File: src/rtl/atm_cell_tx_fmt.sv
module atm_cell_tx_fmt #(
  parameter int          CELL_LEN  = 53,
  parameter int          SCR_TAP   = 43,
  parameter logic [7:0]  CRC_POLY  = 8'h07,
  parameter logic [7:0]  HEC_COSET = 8'h55
) (
  input  logic        clk,
  input  logic        rst_n,
  input  logic        src_cell_rdy,
  input  logic [7:0]  src_data,
  output logic        src_rd,
  input  logic        hec_dis,
  input  logic        hec_err,
  input  logic [7:0]  err_pat,
  input  logic        scr_en,
  input  logic [4:0]  hdr_sel,
  input  logic [31:0] rep_hdr,
  input  logic [31:0] idle_hdr,
  input  logic [7:0]  idle_pay,
  output logic [7:0]  out_data,
  output logic        out_vld,
  output logic        out_sof,
  output logic        out_idle
);

  localparam int CNT_W = $clog2(CELL_LEN);
  localparam logic [CNT_W-1:0] LAST   = CNT_W'(CELL_LEN - 1);
  localparam logic [CNT_W-1:0] HEC_AT = CNT_W'(4);

  logic [CNT_W-1:0]   cnt;
  logic               data_q;
  logic [7:0]         crc_q;
  logic [SCR_TAP-1:0] scr_q, scr_nxt;
  logic [7:0]         scr_oct;

  function automatic logic [7:0] crc_step(input logic [7:0] c, input logic [7:0] d);
    logic [7:0] r;
    r = c;
    for (int i = 7; i >= 0; i--) begin
      if (r[7] ^ d[i]) r = {r[6:0], 1'b0} ^ CRC_POLY;
      else             r = {r[6:0], 1'b0};
    end
    return r;
  endfunction

  function automatic logic [7:0] octet_of(input logic [31:0] w, input logic [1:0] k);
    case (k)
      2'd0:    return w[31:24];
      2'd1:    return w[23:16];
      2'd2:    return w[15:8];
      default: return w[7:0];
    endcase
  endfunction

  wire        at_start = (cnt == '0);
  wire        in_hdr   = (cnt < HEC_AT);
  wire        at_hec   = (cnt == HEC_AT);
  wire        in_pay   = (cnt > HEC_AT);
  wire        cur_data = at_start ? src_cell_rdy : data_q;

  assign src_rd = rst_n & cur_data;

  wire [31:0] rep_mask = {{4{hdr_sel[0]}}, {8{hdr_sel[1]}}, {16{hdr_sel[2]}},
                          {3{hdr_sel[3]}}, hdr_sel[4]};
  wire [7:0]  msk_oct  = octet_of(rep_mask, cnt[1:0]);
  wire [7:0]  rep_oct  = octet_of(rep_hdr, cnt[1:0]);
  wire [7:0]  hdr_oct  = cur_data ? ((src_data & ~msk_oct) | (rep_oct & msk_oct))
                                  : octet_of(idle_hdr, cnt[1:0]);

  wire [7:0]  hec_val  = crc_q ^ HEC_COSET;
  wire [7:0]  hec_oct  = !cur_data ? hec_val :
                         hec_dis   ? src_data :
                         hec_val ^ (hec_err ? err_pat : 8'h00);

  wire [7:0]  pay_raw  = cur_data ? src_data : idle_pay;
  wire [7:0]  pay_oct  = scr_en ? scr_oct : pay_raw;

  always_comb begin
    logic [SCR_TAP-1:0] s;
    logic               b;
    s = scr_q;
    for (int i = 7; i >= 0; i--) begin
      b          = pay_raw[i] ^ s[SCR_TAP-1];
      s          = {s[SCR_TAP-2:0], b};
      scr_oct[i] = b;
    end
    scr_nxt = s;
  end

  wire [7:0] nxt_oct = in_hdr ? hdr_oct : at_hec ? hec_oct : pay_oct;

  always_ff @(posedge clk) begin
    if (!rst_n) begin
      cnt      <= '0;
      data_q   <= 1'b0;
      crc_q    <= '0;
      scr_q    <= '0;
      out_data <= '0;
      out_vld  <= 1'b0;
      out_sof  <= 1'b0;
      out_idle <= 1'b0;
    end else begin
      cnt      <= (cnt == LAST) ? '0 : cnt + 1'b1;
      data_q   <= cur_data;
      if (at_start)    crc_q <= crc_step(8'h00, hdr_oct);
      else if (in_hdr) crc_q <= crc_step(crc_q, hdr_oct);
      if (in_pay && scr_en) scr_q <= scr_nxt;
      out_data <= nxt_oct;
      out_vld  <= 1'b1;
      out_sof  <= at_start;
      out_idle <= !cur_data;
    end
  end

  logic [CNT_W:0] chk_gap;
  logic           chk_seen;
  always_ff @(posedge clk) begin
    if (!rst_n) begin
      chk_gap  <= '0;
      chk_seen <= 1'b0;
    end else begin
      if (out_sof) begin
        chk_gap  <= (CNT_W+1)'(1);
        chk_seen <= 1'b1;
      end else if (chk_gap != '1) begin
        chk_gap <= chk_gap + 1'b1;
      end
    end
  end

  AST_SOF_SPACING: assert property (@(posedge clk) disable iff (!rst_n)
    (out_sof && chk_seen) |-> (chk_gap == (CNT_W+1)'(CELL_LEN)));
  AST_RD_START: assert property (@(posedge clk) disable iff (!rst_n)
    $rose(src_rd) |=> out_sof);
  AST_RD_HOLD: assert property (@(posedge clk) disable iff (!rst_n)
    (src_rd && cnt != LAST) |=> src_rd);
  AST_IDLE_FLAG: assert property (@(posedge clk) disable iff (!rst_n)
    out_vld |-> (out_idle == !$past(src_rd)));
  AST_HEC_PASS: assert property (@(posedge clk) disable iff (!rst_n)
    (at_hec && src_rd && hec_dis) |=> (out_data == $past(src_data)));

endmodule

File: config.mk
export PLATFORM = sky130hd
export DESIGN_NAME = atm_cell_tx_fmt
export DESIGN_NICKNAME = d
export VERILOG_FILES = /design/src/rtl/atm_cell_tx_fmt.sv
export SDC_FILE = /design/constraint.sdc
export NUM_CORES = 1
export LEC_CHECK = 0
export CAP_MARGIN = 20
export CORE_AREA = 2 2 134 136
export CTS_CLUSTER_DIAMETER = 150
export CTS_CLUSTER_SIZE = 8
export DETAILED_ROUTE_END_ITERATION = 12
export DIE_AREA = 0 0 136 138
export DONT_BUFFER_PORTS = 1
export PLACE_DENSITY = 0.41
export REMOVE_ABC_BUFFERS = 1
export SETUP_SLACK_MARGIN = 0.2
export SKIP_LAST_GASP = 1
export SLEW_MARGIN = 5
export SYNTH_ARGS = -nofsm -noshare
export SYNTH_HDL_FRONTEND = slang
export SYNTH_SLANG_ARGS = --single-unit
export TNS_END_PERCENT = 100
File: constraint.sdc
create_clock -name clk -period 5.5 [get_ports clk]
set_clock_uncertainty 0.2 [all_clocks]
set_input_delay 1.1 -clock clk [delete_from_list [all_inputs] [get_ports clk]]
set_output_delay 1.1 -clock clk [all_outputs]
set_load 0.01 [all_outputs]
After elaboration in Yosys (flattened, before gate mapping)
Index checks and enable logic that the tools add are counted.
{"block": "op_classes", "n_addsub": 1, "order_cmp": 2, "n_eq_ne": 4, "n_mux": 66, "n_bitwise": 46, "reduce_logical": 6}
{"operator": "2-to-1 mux 8 bit", "count": 45}
{"operator": "case mux 8 bit (3 select lines)", "count": 3}
{"operator": "2-to-1 mux 3 bit", "count": 16}
{"operator": "NOT 3 bit", "count": 15}
{"operator": "bitwise XOR 1 bit", "count": 23}
{"operator": "AND 8 bit", "count": 2}
{"operator": "NOT 8 bit", "count": 1}
{"operator": "OR 8 bit", "count": 1}
{"operator": "bitwise XOR 8 bit", "count": 1}
{"operator": "adder 6 x 1 -> 6 bit, second input constant", "count": 1}
{"operator": "equality test 6 x 3 -> 1 bit, second input constant", "count": 1}
{"operator": "equality test 6 bit, second input constant", "count": 1}
{"operator": "> comparator 6 x 3 -> 1 bit, second input constant", "count": 1}
{"operator": "logical NOT 6 bit", "count": 1}
{"operator": "less-than comparator 6 x 3 -> 1 bit, second input constant", "count": 1}
{"operator": "NOT 4 bit", "count": 1}
{"operator": "equality test 2 x 1 -> 1 bit, second input constant", "count": 1}
{"operator": "equality test 2 bit, second input constant", "count": 1}
{"operator": "logical NOT 2 bit", "count": 1}
{"operator": "2-to-1 mux 1 bit", "count": 2}
{"operator": "nonzero test 2 bit", "count": 1}
{"operator": "OR reduction 2 bit", "count": 1}
{"operator": "AND 1 bit", "count": 1}
{"operator": "logical AND 1 bit", "count": 1}
{"operator": "other kinds (2)", "count": 2}
{"block": "word_totals", "ff_bits": 69, "output_inout_bits": 12, "word_cells": 133}

Logic depth before layout (Yosys ltp)
{"block": "depth", "word_depth": 45, "mapped_depth": 12, "mapped_depth_nobuf": 10}

Worst setup path after synthesis
OpenSTA, ideal clock, no wires.
{"block": "synth_path", "path_type": "in2out", "start": "input port src_cell_rdy", "end": "output port src_rd", "arrival_ns": 2.171, "setup_slack_ns": 2.029, "path_stages": 4, "n_path_buf": 2, "cell_sequence": "mux2i_4 clkbuf_1 clkbuf_1 nor2_1"}
{"block": "synth_between", "elab_chain_len": 2}
{"element": "start: declaration", "line": "9", "rtl": "input logic src_cell_rdy,"}
{"element": "2-to-1 mux 1 bit", "line": "59", "rtl": "wire cur_data = at_start ? src_cell_rdy : data_q;"}
{"element": "AND 1 bit", "line": "61", "rtl": "assign src_rd = rst_n & cur_data;"}
{"element": "end: declaration", "line": "11", "rtl": "output logic src_rd,"}
No other way between the ends.

Final worst setup path
{"block": "layout_path", "start": "register cnt[0]", "end": "output port src_rd"}
{"block": "layout_between", "elab_chain_len": 3}
{"element": "start: declaration", "line": "30", "rtl": "logic [CNT_W-1:0] cnt;"}
{"element": "start signal: assignment", "line": "103", "rtl": "cnt <= (cnt == LAST) ? '0 : cnt + 1'b1;"}
{"element": "logical NOT 6 bit", "line": "55", "rtl": "wire at_start = (cnt == '0);"}
{"element": "2-to-1 mux 1 bit", "line": "59"}
{"element": "AND 1 bit", "line": "61"}
No other way between the ends.

==> results.cfg <==
[logic_synthesis]
syn_inst = 554
syn_area_per_cell_um2 = 7.73
ys_ff_latch = 69
yosysWarningCount = 0
syn_area_mm2 = 0.00428
synthTopCellsByArea = dfxtp_1 32%, nand2_1 10%, a21oi_1 8.9%
synthFlopType = dfxtp_1
yosysSeqAreaShare_pct = 32.3
synth-edff-count = 0
synth_top_cell_area_share_pct = 32.3
synthArstFlopShare_pct = 0
yosysTopAreaCell = dfxtp_1
ys_types = 54

[global_route]
grt.total_usage_pct = 14.5
top_usage_layer = met2
grt_pass1_wl_um = 20800
grtUsageMet2_pct = 22.3
use_met3_pct = 4.00
grt_start_max_net_pins = 55
grt_pass1_vias = 3694
grt-ovfl-total = 0
grt_use_met1_pct = 19.4
antenna_found_initial = 0

[floorplan]
die_h_um = 138
die_x_um = 136
ios = 111
dieArea_mm2 = 0.0188
start_util_pct = 24.4
coreArea_mm2 = 0.0175
num_rows = 49

[critical_path]
r2r-start = cnt[0]
r2r_setup_slack_ps = 1480
arrival_ps = 2820
startpoint_type = flop
endpoint_kind = primary output
critical_path_class = flop to primary output
r2r-end = crc_q[3]
crit_end = src_rd
critPathRequiredTime_ps = 4200
ff2ff_path_depth = 10
crit_fanout = 26
critPathLaunch = cnt[0]

[cells_and_area]
nets = 629
fillers = 1961
drive_gt1_share_pct = 7.34
multi_input_comb_area_mm2 = 0.00272
utilization_pct = 27.0
regArea_mm2 = 0.00138
antenna-diode-count = 0
syn_to_final_growth_pct = 10.6

[timing]
fin_crit_ps = 4120
hold_viol_final = 0
period_share_pct = 74.9
worst_pin_slew_ps = 1020
setup_viol = 0
finalMaxSlewViolations = 0
max_freq_ghz = 0.243
rsz0062_at_grt = false
relSlewSlack_pct = 31.5
setup_tns_ps = 0

[cts]
cts.clk_slew.worst_paths_ps = 60
ctsHoldBuffers = 0
htreeDepth = 3
cts_tree = yes
cts_setup_buffers = 0
root_buffer = clkbuf_16
clkSinkCount = 69
clk_latency_ps = 340
clock_path_buffers = 2
cts_resized = 0
cts_buffers = 9

[min_path]
min_path_type = flop to flop

[placement]
gp_congestion = 0.794
hpwl_um = 9930
io_buffers = 0

[drt]
drt-vias-per-instance = 5.07
num_vias = 3852
route.detailed.drc = 0
ant_nets = 0
avgRoutedWirePerCell_um = 17.9
firstDrtPassIters = 4
drt_wl_total_um = 13600
drt_iter0_drc = 233

[power]
ir_drop_v = 0.000141
switching_power_mw = 0.657
leakage_nw = 1.66
power_frac_seq_pct = 32.8
p_comb_share_pct = 35.8
power.internal_mw = 1.21
swShare_pct = 35.2
p_clk_share_pct = 31.3
p_per_area_mw_per_mm2 = 394
p_total_mw = 1.87

[flow_run]
cap_violations = 0

[run_status]
status = finished, final reports clean
[synth_stat cells (all sizes together) (3+ instances only)]
library cell	count
mux2	9
o21ai	21
inv	7
o22ai	4
nor2	40
o211ai	3
xnor2	36
a32oi	6
xor2	12
nor4	4
a31oi	3
clkbuf	41
a21oi	76
ha	4
nand3	12
a2bb2oi	4
mux2i	20
o211a	7
nand2	119
a222oi	16
nor2b	8
dfxtp	69
or4	4
[cell families after synthesis]
| group | after synthesis | share of synthesized area, % |
|---|---|---|
| AO/OA/AOI/OAI | 151 | 22.4 |
| multiplexers | 29 | 7.42 |
| buffers and inverters | 50 | 4.41 |
| flip-flops | 69 | 32.3 |
| XOR/XNOR | 50 | 11.7 |
| AND/OR/NAND/NOR | 201 | 20.6 |
| adder cells (fa/ha/maj) | 4 | 1.17 |
[cells in the final DEF, fill, tap and decap left out, types with 2 or more instances in the layout]
master,n
xnor2_1,34
o21ai_1,2
nand3_1,11
xor2_1,11
nand2_1,118
mux2i_1,19
o21ai_0,19
a21oi_1,76
or4_1,4
nor2b_1,8
nor3_1,2
or3_1,2
mux2_2,7
dfxtp_1,69
ha_1,4
clkbuf_1,2
o211ai_1,3
xnor2_2,2
buf_4,4
o211a_1,7
nor2_1,40
clkinv_2,2
nor4_1,3
o22ai_1,4
clkbuf_16,9
a222oi_1,16
a31oi_1,3
a2bb2oi_1,4
inv_1,6
a32oi_1,6
a211oi_1,2
nand3b_1,2
or2_2,2
a21o_1,2
nor4b_1,2
[how the worst min path moves through the flow]
stage / startpoint / endpoint / depth (start not counted)
floorplan: scr_q[2] / scr_q[10] / 2
global placement: scr_q[22] / scr_q[30] / 2
detailed placement: scr_q[19] / scr_q[27] / 2
CTS: scr_q[19] / scr_q[27] / 2
global route: scr_q[22] / scr_q[30] / 2
finish: scr_q[17] / scr_q[25] / 2
[power by group through the flow]
stage | registers, mW | logic, mW | clock network, mW
5_1_grt | 0.618 | 0.744 | 0.624
4_1_cts | 0.612 | 0.668 | 0.604
3_5_place_dp | 0.623 | 0.662 | 0
6_report | 0.613 | 0.670 | 0.585
2_1_floorplan | 0.599 | 0.536 | 0
3_3_place_gp | 0.623 | 0.663 | 0
[per-stage QoR]
stage          cells  hold slack, ps  cell area (um^2)  setup WS [ps]
2_1_floorplan    511             232              4120           1680
3_3_place_gp     744             237              4440           1710
3_5_place_dp     744             244              4440           1550
4_1_cts          760             253              4740           1350
5_1_grt          760             266              4740           1120
6_report         760             250              4740           1380
[area by class of cell]
type / count / share of cell area, %
Clock buffer: 12 / 5.20
Inverter: 7 / 0.555
Multi-Input combinational cell: 435 / 57.4
Clock inverter: 4 / 1.00
Timing Repair Buffer: 4 / 0.634
Tap cell: 229 / 6.05
Sequential cell: 69 / 29.2
[critical path, stage by stage (launching register included)]
cell	delay, ps
dfxtp_1	350
inv_1	100
ha_1	590
buf_4	340
nand2_4	140
mux2i_4	400
buf_4	380
nor2_1	150
[layer usage]
| layer | wire length, um | up-vias |
|---|---|---|
| met4 | 213 | 0 |
| met3 | 989 | 14 |
| met1 | 6330 | 1813 |
| li1 | - | 1893 |
| met5 | 0 | - |
| met2 | 6070 | 132 |
[sequential cells by signal, summed over array words and instances (netlist names)]
name,count
scr_q,43
crc_q,8
out_data,8
cnt,6
data_q,1
out_idle,1
out_sof,1
out_vld,1
Note: power is estimated with default switching activity, not from simulation.
